## config.mk

```make
export PLATFORM = sky130hd
export DESIGN_NAME = conv_sched
export DESIGN_NICKNAME = d
export VERILOG_FILES = /design/src/rtl/conv_sched_pkg.sv /design/src/rtl/conv_sched_presc.sv /design/src/rtl/conv_sched_rate.sv /design/src/rtl/conv_sched.sv
export SDC_FILE = /design/constraint.sdc
export NUM_CORES = 1
export LEC_CHECK = 0
export ABC_CLOCK_PERIOD_IN_PS = 2300
export BUFFER_PORTS_ARGS = -buffer_cell sky130_fd_sc_hd__buf_4
export CORE_UTILIZATION = 51
export DETAILED_ROUTE_END_ITERATION = 6
export PLACE_DENSITY_LB_ADDON = 0.15
export SLEW_MARGIN = 20
export SYNTH_ARGS = -nofsm -noshare
export SYNTH_HDL_FRONTEND = slang
export SYNTH_HIERARCHICAL = 1
export SYNTH_SLANG_ARGS = --single-unit
```

## constraint.sdc

```tcl
create_clock -name clk -period 2.3 [get_ports clk]
set_input_delay 0.115 -clock clk [delete_from_list [all_inputs] [get_ports clk]]
set_output_delay 0.115 -clock clk [all_outputs]
set_load 0.01 [all_outputs]
```

## src/rtl/conv_sched_pkg.sv

```systemverilog
package conv_sched_pkg;

    typedef enum logic [1:0] {
        ST_IDLE = 2'd0,
        ST_ARM  = 2'd1,
        ST_CONV = 2'd2
    } sched_st_e;

endpackage

```

## src/rtl/conv_sched_presc.sv

```systemverilog
module conv_sched_presc #(
    parameter int TICK_CYC = 4
) (
    input  logic clk,
    input  logic rst,
    input  logic clr,
    output logic tick
);
    localparam int PW = (TICK_CYC > 2) ? $clog2(TICK_CYC) : 1;
    localparam logic [PW-1:0] LAST = PW'(TICK_CYC - 1);

    logic [PW-1:0] cnt_d, cnt_q;

    assign tick = (cnt_q == LAST);

    // A clear loads 1, so a full tick period is counted from the clear edge.
    always_comb begin
        if (clr)       cnt_d = PW'(1);
        else if (tick) cnt_d = '0;
        else           cnt_d = cnt_q + PW'(1);
    end

    always_ff @(posedge clk) begin
        if (rst) cnt_q <= '0;
        else     cnt_q <= cnt_d;
    end
endmodule

```

## src/rtl/conv_sched_rate.sv

```systemverilog
module conv_sched_rate #(
    parameter int RATE_BITS = 3,
    parameter int SLOW_EXP  = 8,
    localparam int TW       = SLOW_EXP + 1,
    localparam int NCODES   = 1 << RATE_BITS
) (
    input  logic [RATE_BITS-1:0] code,
    output logic [TW-1:0]        period
);
    logic [TW-1:0] lut [NCODES];

    for (genvar g = 0; g < NCODES; g++) begin : g_lut
        assign lut[g] = TW'(1) << (SLOW_EXP - g);
    end

    assign period = lut[code];
endmodule

```

## src/rtl/conv_sched.sv

```systemverilog
module conv_sched
    import conv_sched_pkg::*;
#(
    parameter int TICK_CYC   = 3125000,
    parameter int SLOW_EXP   = 8,
    parameter int RATE_BITS  = 3,
    parameter int DATA_W     = 8,
    parameter int RESET_CODE = 2
) (
    input  logic              clk,
    input  logic              rst,
    input  logic              rate_we,
    input  logic [DATA_W-1:0] rate_wdata,
    input  logic              stop_req,
    input  logic              oneshot,
    input  logic              supply_ok,
    input  logic              adc_busy,
    output logic              start_conv,
    output logic              data_valid
);
    localparam int TW = SLOW_EXP + 1;
    localparam logic [TW-1:0] TICK_SAT = TW'(1) << SLOW_EXP;

    typedef struct packed {
        sched_st_e            st;
        logic [RATE_BITS-1:0] code;
        logic [TW-1:0]        ticks;
        logic                 kick;
        logic                 hold;
        logic                 stop_prev;
        logic                 start;
        logic                 valid;
    } regs_t;

    localparam regs_t RST_VAL = '{
        st:        ST_IDLE,
        code:      RATE_BITS'(RESET_CODE),
        ticks:     '0,
        kick:      1'b1,
        hold:      1'b0,
        stop_prev: 1'b0,
        start:     1'b0,
        valid:     1'b0
    };

    regs_t r_d, r_q;

    logic          tick;
    logic          presc_clr;
    logic [TW-1:0] period;
    logic          run_edge;
    logic          due;
    logic          fire;
    logic          unused_hi;

    assign unused_hi = ^rate_wdata[DATA_W-1:RATE_BITS];

    conv_sched_presc #(
        .TICK_CYC(TICK_CYC)
    ) u_presc (
        .clk (clk),
        .rst (rst),
        .clr (presc_clr),
        .tick(tick)
    );

    conv_sched_rate #(
        .RATE_BITS(RATE_BITS),
        .SLOW_EXP (SLOW_EXP)
    ) u_rate (
        .code  (r_q.code),
        .period(period)
    );

    always_comb begin
        r_d           = r_q;
        r_d.start     = 1'b0;
        r_d.stop_prev = stop_req;
        presc_clr     = 1'b0;
        fire          = 1'b0;
        run_edge      = r_q.stop_prev && !stop_req;
        due           = !r_q.hold && (r_q.ticks >= period);

        // Pending run requests are remembered until they can be served.
        if (run_edge) r_d.kick = 1'b1;
        if (stop_req) r_d.kick = 1'b0;

        // Base-tick count since the last start, saturating at the slowest interval.
        if (tick && (r_q.ticks < TICK_SAT)) r_d.ticks = r_q.ticks + TW'(1);

        unique case (r_q.st)
            ST_IDLE: begin
                r_d.hold = 1'b0;
                if (supply_ok) begin
                    if (oneshot) fire = 1'b1;
                    else if (!stop_req && (r_q.kick || run_edge || due)) fire = 1'b1;
                end
            end
            ST_ARM: begin
                if (adc_busy) r_d.st = ST_CONV;
            end
            ST_CONV: begin
                if (!adc_busy) begin
                    r_d.st    = ST_IDLE;
                    r_d.valid = 1'b1;
                end
            end
            default: r_d.st = ST_IDLE;
        endcase

        if (fire) begin
            r_d.st    = ST_ARM;
            r_d.start = 1'b1;
            r_d.kick  = 1'b0;
            r_d.ticks = '0;
            presc_clr = 1'b1;
        end

        // A rate write restarts the interval; the count stays frozen until idle.
        if (rate_we) begin
            r_d.code  = rate_wdata[RATE_BITS-1:0];
            r_d.hold  = 1'b1;
            r_d.ticks = '0;
            presc_clr = 1'b1;
        end else if (r_q.hold && (r_q.st != ST_IDLE)) begin
            r_d.ticks = '0;
            presc_clr = 1'b1;
        end
    end

    always_ff @(posedge clk) begin
        if (rst) r_q <= RST_VAL;
        else     r_q <= r_d;
    end

    assign start_conv = r_q.start;
    assign data_valid = r_q.valid;
endmodule

```

==> results of run 1 <==
==> final timing paths <==
path / startpoint / end / slack, ps / cells after the start
setup / recovery: u_presc/cnt_q[5] / r_q[6] / 60 / 7
hold / removal: stop_req / r_q[4] / 40 / 2
setup reg to reg: u_presc/cnt_q[5] / r_q[6] / 60 / 7
hold reg to reg: data_valid / data_valid / 480 / 2
==> sequential cells by signal, summed over array words and instances, names as in the netlist <==
signal / cells
u_presc/cnt_q: 22
r_q: 17
data_valid: 1
start_conv: 1
==> layout by cell type (no fill, tap or decap), drive strengths merged, types with 2 or more instances in the layout <==
cell type and instances:
ha 11, nand3 11, o31ai 4, a21oi 14, inv 15, nor2 40
bufinv 2, nand4 8, buf 31, or4 5, mux2i 4, and3b 3
a31oi 2, nor2b 3, clkbuf 5, or3 6, and4 3, nor3 3
and3 7, nand2 12, o21ai 10, dfxtp 41, nor3b 5, xnor2 7
xor2 13
==> routing by layer <==
metal  global-route usage  up-vias  part of all wire
li1                     -      918                 -
met1                0.237      803              0.49
met2                0.338       25              0.47
met3               0.0362        6             0.031
met4               0.0718        0             0.012
met5                    0        -                 0
==> critical path: stages (launching register included) <==
cell     delay [ps]
dfxtp_2         320
or4_4           520
or4_4           450
nor4_4          280
nor2b_2         210
buf_4           130
mux2i_1         170
nor2_1           50
==> power by group through the flow <==
stage | Sequential (uW) | Clock, uW | Combinational [uW]
2_1_floorplan | 749 | 0 | 74.3
3_3_place_gp | 751 | 0 | 108
3_5_place_dp | 751 | 0 | 110
4_1_cts | 735 | 695 | 111
5_1_grt | 737 | 723 | 135
6_report | 735 | 678 | 121
==> final cells by class <==
cell class	instances	area, sq um
sequential	41	828
fill	341	1240
multi-input combinational	183	1240
timing repair buffer	31	236
tap	48	60.1
clock buffer	5	68.8
clock inverter	3	65.1
inverter	15	56.3
==> logic make-up (layout without fill, tap and decap cells) <==
family                   Yosys count  after routing  share of synthesized area
multiplexers                       4              4                     0.0190
AND/OR/NAND/NOR                  111            111                      0.280
adder cells (fa/ha/maj)           11             11                     0.0653
XOR/XNOR                          20             20                     0.0831
AO/OA/AOI/OAI                     36             36                      0.106
flip-flops                        41             41                      0.390
buffers and inverters             23             54                     0.0552
other                              1              1                    0.00178
==> per-stage QoR <==
step                setup TNS, ps  hold WS, ps  power [uW]  cells
floorplan                       0          184         823    247
global placement                0          334         860    317
detailed placement              0          338         862    317
CTS                             0         35.1        1540    325
global route                 -277         35.9        1600    326
finish                          0         38.8        1530    326
==> timing repair <==
action	CTS	global route
setup endpoints to repair	2	30
pin swaps	0	11
gates resized for setup	1	21
hold buffers	0	0
buffers inserted	0	2
gates cloned	0	0
==> flow_metrics.tcl, run 1 <==
set metrics [dict create \
    drc 0 \
    yosysTopAreaCell "dfxtp_1" \
    synthMostInstantiatedCell "dfxtp_1" \
    cts_tree "yes" \
    wl_per_cell_um 11.9 \
    drtIter0Drc 36 \
    layout-drive-gt1-share 0.237 \
    worst_setup_path_end_kind "flip-flop" \
    clkSlewWorstSetupHoldPaths_ps 80 \
    swShare 0.208 \
    cts-root-buf "clkbuf_8" \
    post-route-util 0.673 \
    seq_area_frac_synth 0.390 \
    switching_power_uw 319 \
    drt.antenna.violating_nets 0 \
    fmax_mhz 447 \
    cts.sinks 41 \
    p_leak_uw 0.000976 \
    cp_max_fo 3 \
    synth-edff-count 0 \
    area_delta_synth_final_pct 21.3 \
    cts.htree.levels 2 \
    grt_max_degree 14 \
    clkPwrFrac 0.442 \
    diodes 0 \
    worstPathRequired_ps 2480 \
    std_cell_rows 22 \
    netlist_area_sq_um 2110 \
    start_util 0.555 \
    cp-start-kind "flip-flop" \
    ys_seq_elements 41 \
    pre_cts_ws_ps 7.20 \
    overflow 0 \
    hpwlAfterDp_um 2820 \
    max-vdd-ir-drop_uv 410 \
    maxCapViolCount 0 \
    dr.pass1.iters 5 \
    port_buffers 11 \
    grt_pass1_wl_um 6560 \
    post-route-period-util 0.973 \
    finalHoldViolations 0 \
    postSynthCellCount 247 \
    ios 17 \
    synth_common_cells "41 x dfxtp_1, 40 x nor2_1, 15 x inv_1" \
    powerDensity_nw_per_um2 600 \
    yosysWarnings 6 \
    synthFlopType "dfxtp_1" \
    p_int_uw 1210 \
    avgSynthCellArea_sq_um 8.53 \
    synthArstFlopShare 0 \
    insertion_delay_ps 290 \
    avgViaCountPerCell 5.37 \
    setup_viol 0 \
    p_comb_frac 0.079 \
    final_area_sq_um 2560 \
    period_needed_ps 2240 \
    track_usage 0.195 \
    fin_nets 303 \
    antenna_found_initial 0 \
    dieArea_sq_um 4390 \
    core_area_sq_um 3800 \
    synth_area_leaders "dfxtp_1 39%, nor2_1 7.1%, ha_1 6.5%" \
    numCtsBuffers 5 \
    holdCritPathClass "in -> reg" \
    skew_ps 7.71 \
    first_global_vias 1587 \
    p_seq_frac 0.479 \
    setup_slack_ps 61.6 \
    postPlaceCellArea_sq_um 2340 \
    syn-num-nets 273 \
    yosysUniqueCellTypes 41 \
    status "finished clean" \
    yosysTopAreaCellShare 0.390 \
    vias 1752 \
    rsz0062_at_grt "true" \
    die_h_um 66.3 \
    gp_congestion 0.775 \
    slew_violations 0 \
    drt_wl_total_um 3890 \
    fp.dieW_um 66.3 \
    worstPathArrival_ps 2420 \
    cts.path.max_buffers 2 \
    path_class "reg -> reg" \
]
Note: power is estimated with default switching activity, not from simulation.
==> inputs of run 2 (changes only) <==
--- a/config.mk
+++ b/config.mk
@@ -7,7 +7,8 @@
 export LEC_CHECK = 0
 export ABC_CLOCK_PERIOD_IN_PS = 2300
 export BUFFER_PORTS_ARGS = -buffer_cell sky130_fd_sc_hd__buf_4
-export CORE_UTILIZATION = 51
+export CORE_MARGIN = 2
+export CORE_UTILIZATION = 53
 export DETAILED_ROUTE_END_ITERATION = 6
 export PLACE_DENSITY_LB_ADDON = 0.15
 export SLEW_MARGIN = 20
==> flow_metrics.tcl, run 2 (same netlist as run 1, synthesis figures left out) <==
set metrics [dict create \
    status "finished clean" \
    slew_violations 0 \
    setup_viol 0 \
    gp_congestion 0.808 \
    holdCritPathClass "in -> reg" \
    grt_pass1_wl_um 7110 \
    cp_max_fo 3 \
    avgViaCountPerCell 5.43 \
    cp-start-kind "flip-flop" \
    cts.htree.levels 2 \
    layout-drive-gt1-share 0.207 \
    cts-root-buf "clkbuf_8" \
    max-vdd-ir-drop_uv 412 \
    finalHoldViolations 0 \
    powerDensity_nw_per_um2 549 \
    drtIter0Drc 45 \
    post-route-util 0.661 \
    numCtsBuffers 5 \
    top_regs "u_presc/cnt_q: 22 flops, r_q: 17 flops" \
    post-route-period-util 0.949 \
    max_stage_delay_ps 500 \
    first_global_vias 1727 \
    clkSlewWorstSetupHoldPaths_ps 80 \
    path_class "reg -> reg" \
    fmax_mhz 458 \
    dieArea_sq_um 4500 \
    cts.path.max_buffers 2 \
    std_cell_rows 22 \
    core_area_sq_um 3740 \
    fp.dieW_um 67.1 \
    maxCapViolCount 0 \
    antenna_found_initial 0 \
    fin_nets 301 \
    drt.antenna.violating_nets 0 \
    diodes 0 \
    grt_max_degree 13 \
    p_leak_uw 0.000949 \
    slowest_stage "or4_1" \
    mostFrequentLayoutCells "38 x nor2_1, 38 x dfxtp_1, 29 x buf_4, 15 x inv_1, 13 x xor2_1" \
    largest_register_ffs 22 \
    cts.sinks 41 \
    die_h_um 67.1 \
    drc 0 \
    stdcell_count 324 \
    cts_tree "yes" \
    ios 17 \
    skew_ps 4.93 \
    worst_setup_path_end_kind "flip-flop" \
    start_util 0.563 \
    worstPathArrival_ps 2380 \
    drt_wl_total_um 4030 \
    placedCellCount 316 \
    wl_per_cell_um 12.4 \
    track_usage 0.207 \
    top_register "u_presc/cnt_q" \
    period_needed_ps 2180 \
    overflow 0 \
    hold_buffers 0 \
    critical_path.cell_chain "or4_1, or4_4, nor4_4, buf_4, nand3b_1, nor2_2, nand3_1, xor2_1, nor2_1" \
    worstPathRequired_ps 2490 \
    hpwlAfterDp_um 2970 \
    vias 1758 \
    rsz0062_at_grt "false" \
    nFillCells 338 \
    area_delta_synth_final_pct 17.5 \
    port_buffers 11 \
    insertion_delay_ps 290 \
    dr.pass1.iters 4 \
]
==> run 2: final cells by class <==
cell class                 instances  area (sq um)  share of cell area
multi-input combinational        183          1210               0.489
sequential                        41           830               0.335
timing repair buffer              29           218              0.0880
clock buffer                       7          96.3              0.0389
tap                               48          60.1              0.0243
inverter                          15          56.3              0.0228
clock inverter                     1          5.00             0.00202
==> run 2: what timing repair did <==
item | in CTS | in global routing
resized for setup | 3 | 12
setup endpoints to repair | 6 | 30
setup buffers | 0 | 0
pin swaps | 1 | 2
gates cloned | 0 | 0
==> run 2: path summary, 6_finish.rpt <==
| kind | start | to | slack (ps) | cells after the start |
|---|---|---|---|---|
| setup / recovery | u_presc/cnt_q[14] | r_q[11] | 120 | 9 |
| hold / removal | stop_req | r_q[4] | 30 | 2 |
| setup reg to reg | u_presc/cnt_q[14] | r_q[11] | 120 | 9 |
| hold reg to reg | data_valid | data_valid | 480 | 2 |
==> run 2: through the flow <==
stage	hold WS, ps	power, uW	instance area, sq um	setup TNS, ps	worst slack, ps
floorplan	184	823	2110	0	21.6
global placement	334	858	2330	0	47.5
detailed placement	339	861	2330	-45.1	-19.4
CTS	22.4	1370	2440	0	13.1
global route	19.1	1420	2470	0	0.501
finish	34.8	1360	2470	0	116
==> run 2: power breakdown <==
part | internal (uW) | total [uW] | switching [uW]
registers | 722 | 735 | 13.7
clock network | 271 | 511 | 240
logic | 55.2 | 112 | 57.0
total | 1050 | 1360 | 310
==> run 2: worst max-delay path, delay by kind of cell (launching register included) <==
kind | cells | cell delay, ps
AND/OR/NAND/NOR | 7 | 1470
flip-flops | 1 | 310
buffers and inverters | 1 | 150
XOR/XNOR | 1 | 150
==> run 2: layer usage <==
metal / GRT usage / wire [um]
met2: 0.366 / 2030
met3: 0.0625 / 103
met4: 0.0561 / 29
met5: 0 / 0
met1: 0.239 / 1870
==> inputs of run 3 (changes only) <==
--- a/config.mk
+++ b/config.mk
@@ -7,8 +7,9 @@
 export LEC_CHECK = 0
 export ABC_CLOCK_PERIOD_IN_PS = 2300
 export BUFFER_PORTS_ARGS = -buffer_cell sky130_fd_sc_hd__buf_4
+export CORE_ASPECT_RATIO = 0.75
 export CORE_MARGIN = 2
-export CORE_UTILIZATION = 53
+export CORE_UTILIZATION = 35
 export DETAILED_ROUTE_END_ITERATION = 6
 export PLACE_DENSITY_LB_ADDON = 0.15
 export SLEW_MARGIN = 20
==> flow_metrics.tcl, run 3 (same netlist as run 1, synthesis figures left out) <==
set metrics [dict create \
    status "finished clean" \
    setup_slack_ps 77.1 \
    drtIter0Drc 61 \
    pre_cts_ws_ps -64.6 \
    clkSlewWorstSetupHoldPaths_ps 80 \
    drc 0 \
    drt.antenna.violating_nets 0 \
    hold_buffers 0 \
    final_area_sq_um 2590 \
    ios 17 \
    hpwlAfterDp_um 3100 \
    numCtsBuffers 5 \
    gr-max-usage-layer "met2" \
    cts.path.max_buffers 2 \
    grt.met3_usage 0.0362 \
    dr.pass1.iters 4 \
    core_area_sq_um 5830 \
    post-route-period-util 0.966 \
    start_util 0.362 \
    wl_per_cell_um 11.7 \
    layout-drive-gt1-share 0.231 \
    nFillCells 609 \
    die_h_um 71.2 \
    mostFrequentLayoutCells "37 x dfxtp_1, 36 x nor2_1, 28 x buf_4, 15 x inv_1, 13 x a21oi_1" \
    area_delta_synth_final_pct 22.7 \
    grt_pass1_wl_um 7600 \
    drt_wl_total_um 4150 \
    cts.htree.levels 2 \
    p_leak_uw 0.000966 \
    finalHoldViolations 0 \
    worst_setup_path_end_kind "flip-flop" \
    maxCapViolCount 0 \
    whs_ps 24.4 \
    dieArea_sq_um 6660 \
    max-vdd-ir-drop_uv 331 \
    use_met1 0.204 \
    cts.sinks 41 \
    period_needed_ps 2220 \
    crit_start "u_presc/cnt_q[14]" \
    worstPathRequired_ps 2530 \
    gp_congestion 0.779 \
    holdCritPathClass "in -> reg" \
    fmax_mhz 450 \
    track_usage 0.143 \
    cts-root-buf "clkbuf_8" \
    std_cell_rows 24 \
    postPlaceCellArea_sq_um 2380 \
    crit_path_end "r_q[7]" \
    fp.dieW_um 93.6 \
    powerDensity_nw_per_um2 566 \
    top_regs "u_presc/cnt_q: 22 flops, r_q: 17 flops" \
    worstPathArrival_ps 2460 \
    vias 1729 \
    top_register "u_presc/cnt_q" \
    port_buffers 11 \
    r2r-end "r_q[7]" \
    cp_max_fo 3 \
    grt_util_met2 0.209 \
    reg2reg_from "u_presc/cnt_q[14]" \
    cp-start-kind "flip-flop" \
    avgViaCountPerCell 4.87 \
    slew_violations 0 \
    reg2reg_depth 8 \
    rsz0062_at_grt "true" \
    setup_viol 0 \
    first_global_vias 1638 \
    antenna_found_initial 0 \
    skew_ps 7.17 \
    fin_nets 302 \
    cts_tree "yes" \
    overflow 0 \
    largest_register_ffs 22 \
    path_class "reg -> reg" \
    reg2reg_slack_ps 80 \
    grt_max_degree 14 \
    diodes 0 \
    insertion_delay_ps 290 \
    final_common_cell "dfxtp_1" \
]
[run 3: layout make-up]
type	count	area (sq um)	share of cell area
Inverter	15	56.3	0.0218
Clock inverter	2	37.5	0.0145
Tap cell	78	97.6	0.0377
Sequential cell	41	833	0.322
Clock buffer	6	82.6	0.0319
Timing Repair Buffer	30	241	0.0934
Multi-Input combinational cell	183	1240	0.478
[run 3: timing repair]
| item | 4_1_cts | 5_1_grt |
|---|---|---|
| resized for setup | 5 | 17 |
| pin swaps | 4 | 4 |
| setup buffers | 0 | 1 |
| endpoints found under the setup margin | 7 | 30 |
[run 3: metal layers]
layer | share of wire | vias to the layer above | routed length [um]
met5 | 0 | - | 0
met4 | 0.019 | 0 | 79
met3 | 0.039 | 7 | 160
met2 | 0.39 | 25 | 1640
met1 | 0.55 | 779 | 2270
li1 | - | 918 | -
[run 3: stage by stage]
step	cells	util	power [uW]	TNS (ps)
global placement	346	0.409	868	-128
CTS	354	0.433	1490	0
floorplan	247	-	823	0
finish	355	0.444	1460	0
detailed placement	346	0.409	869	-151
global route	355	0.444	1530	-52.0
[run 3: power by group]
group / switching, uW / total, uW / internal [uW]
registers: 13.7 / 735 / 721
clock network: 253 / 606 / 353
logic: 59.8 / 122 / 62.4
[run 3: how the worst min path moves through the flow]
| stage | to | from | slack, ps | cells past startpoint |
|---|---|---|---|---|
| final | r_q[4] | stop_req | 20 | 2 |
| after global routing | r_q[4] | stop_req | 20 | 2 |
| after CTS | r_q[4] | stop_req | 10 | 2 |
| after detailed placement | r_q[15] | rate_wdata[1] | 340 | 3 |
| after global placement | r_q[15] | rate_wdata[1] | 330 | 3 |
| after floorplan | u_presc/cnt_q[0] | rst | 180 | 1 |
[run 3: worst max-delay path: stages (launching register included)]
cell      delay (ps)
dfxtp_2          330
or4_4            520
or4_4            460
nor4_4           200
nand3b_1         160
buf_4            160
buf_4            130
xor2_2           130
nor2_1            80
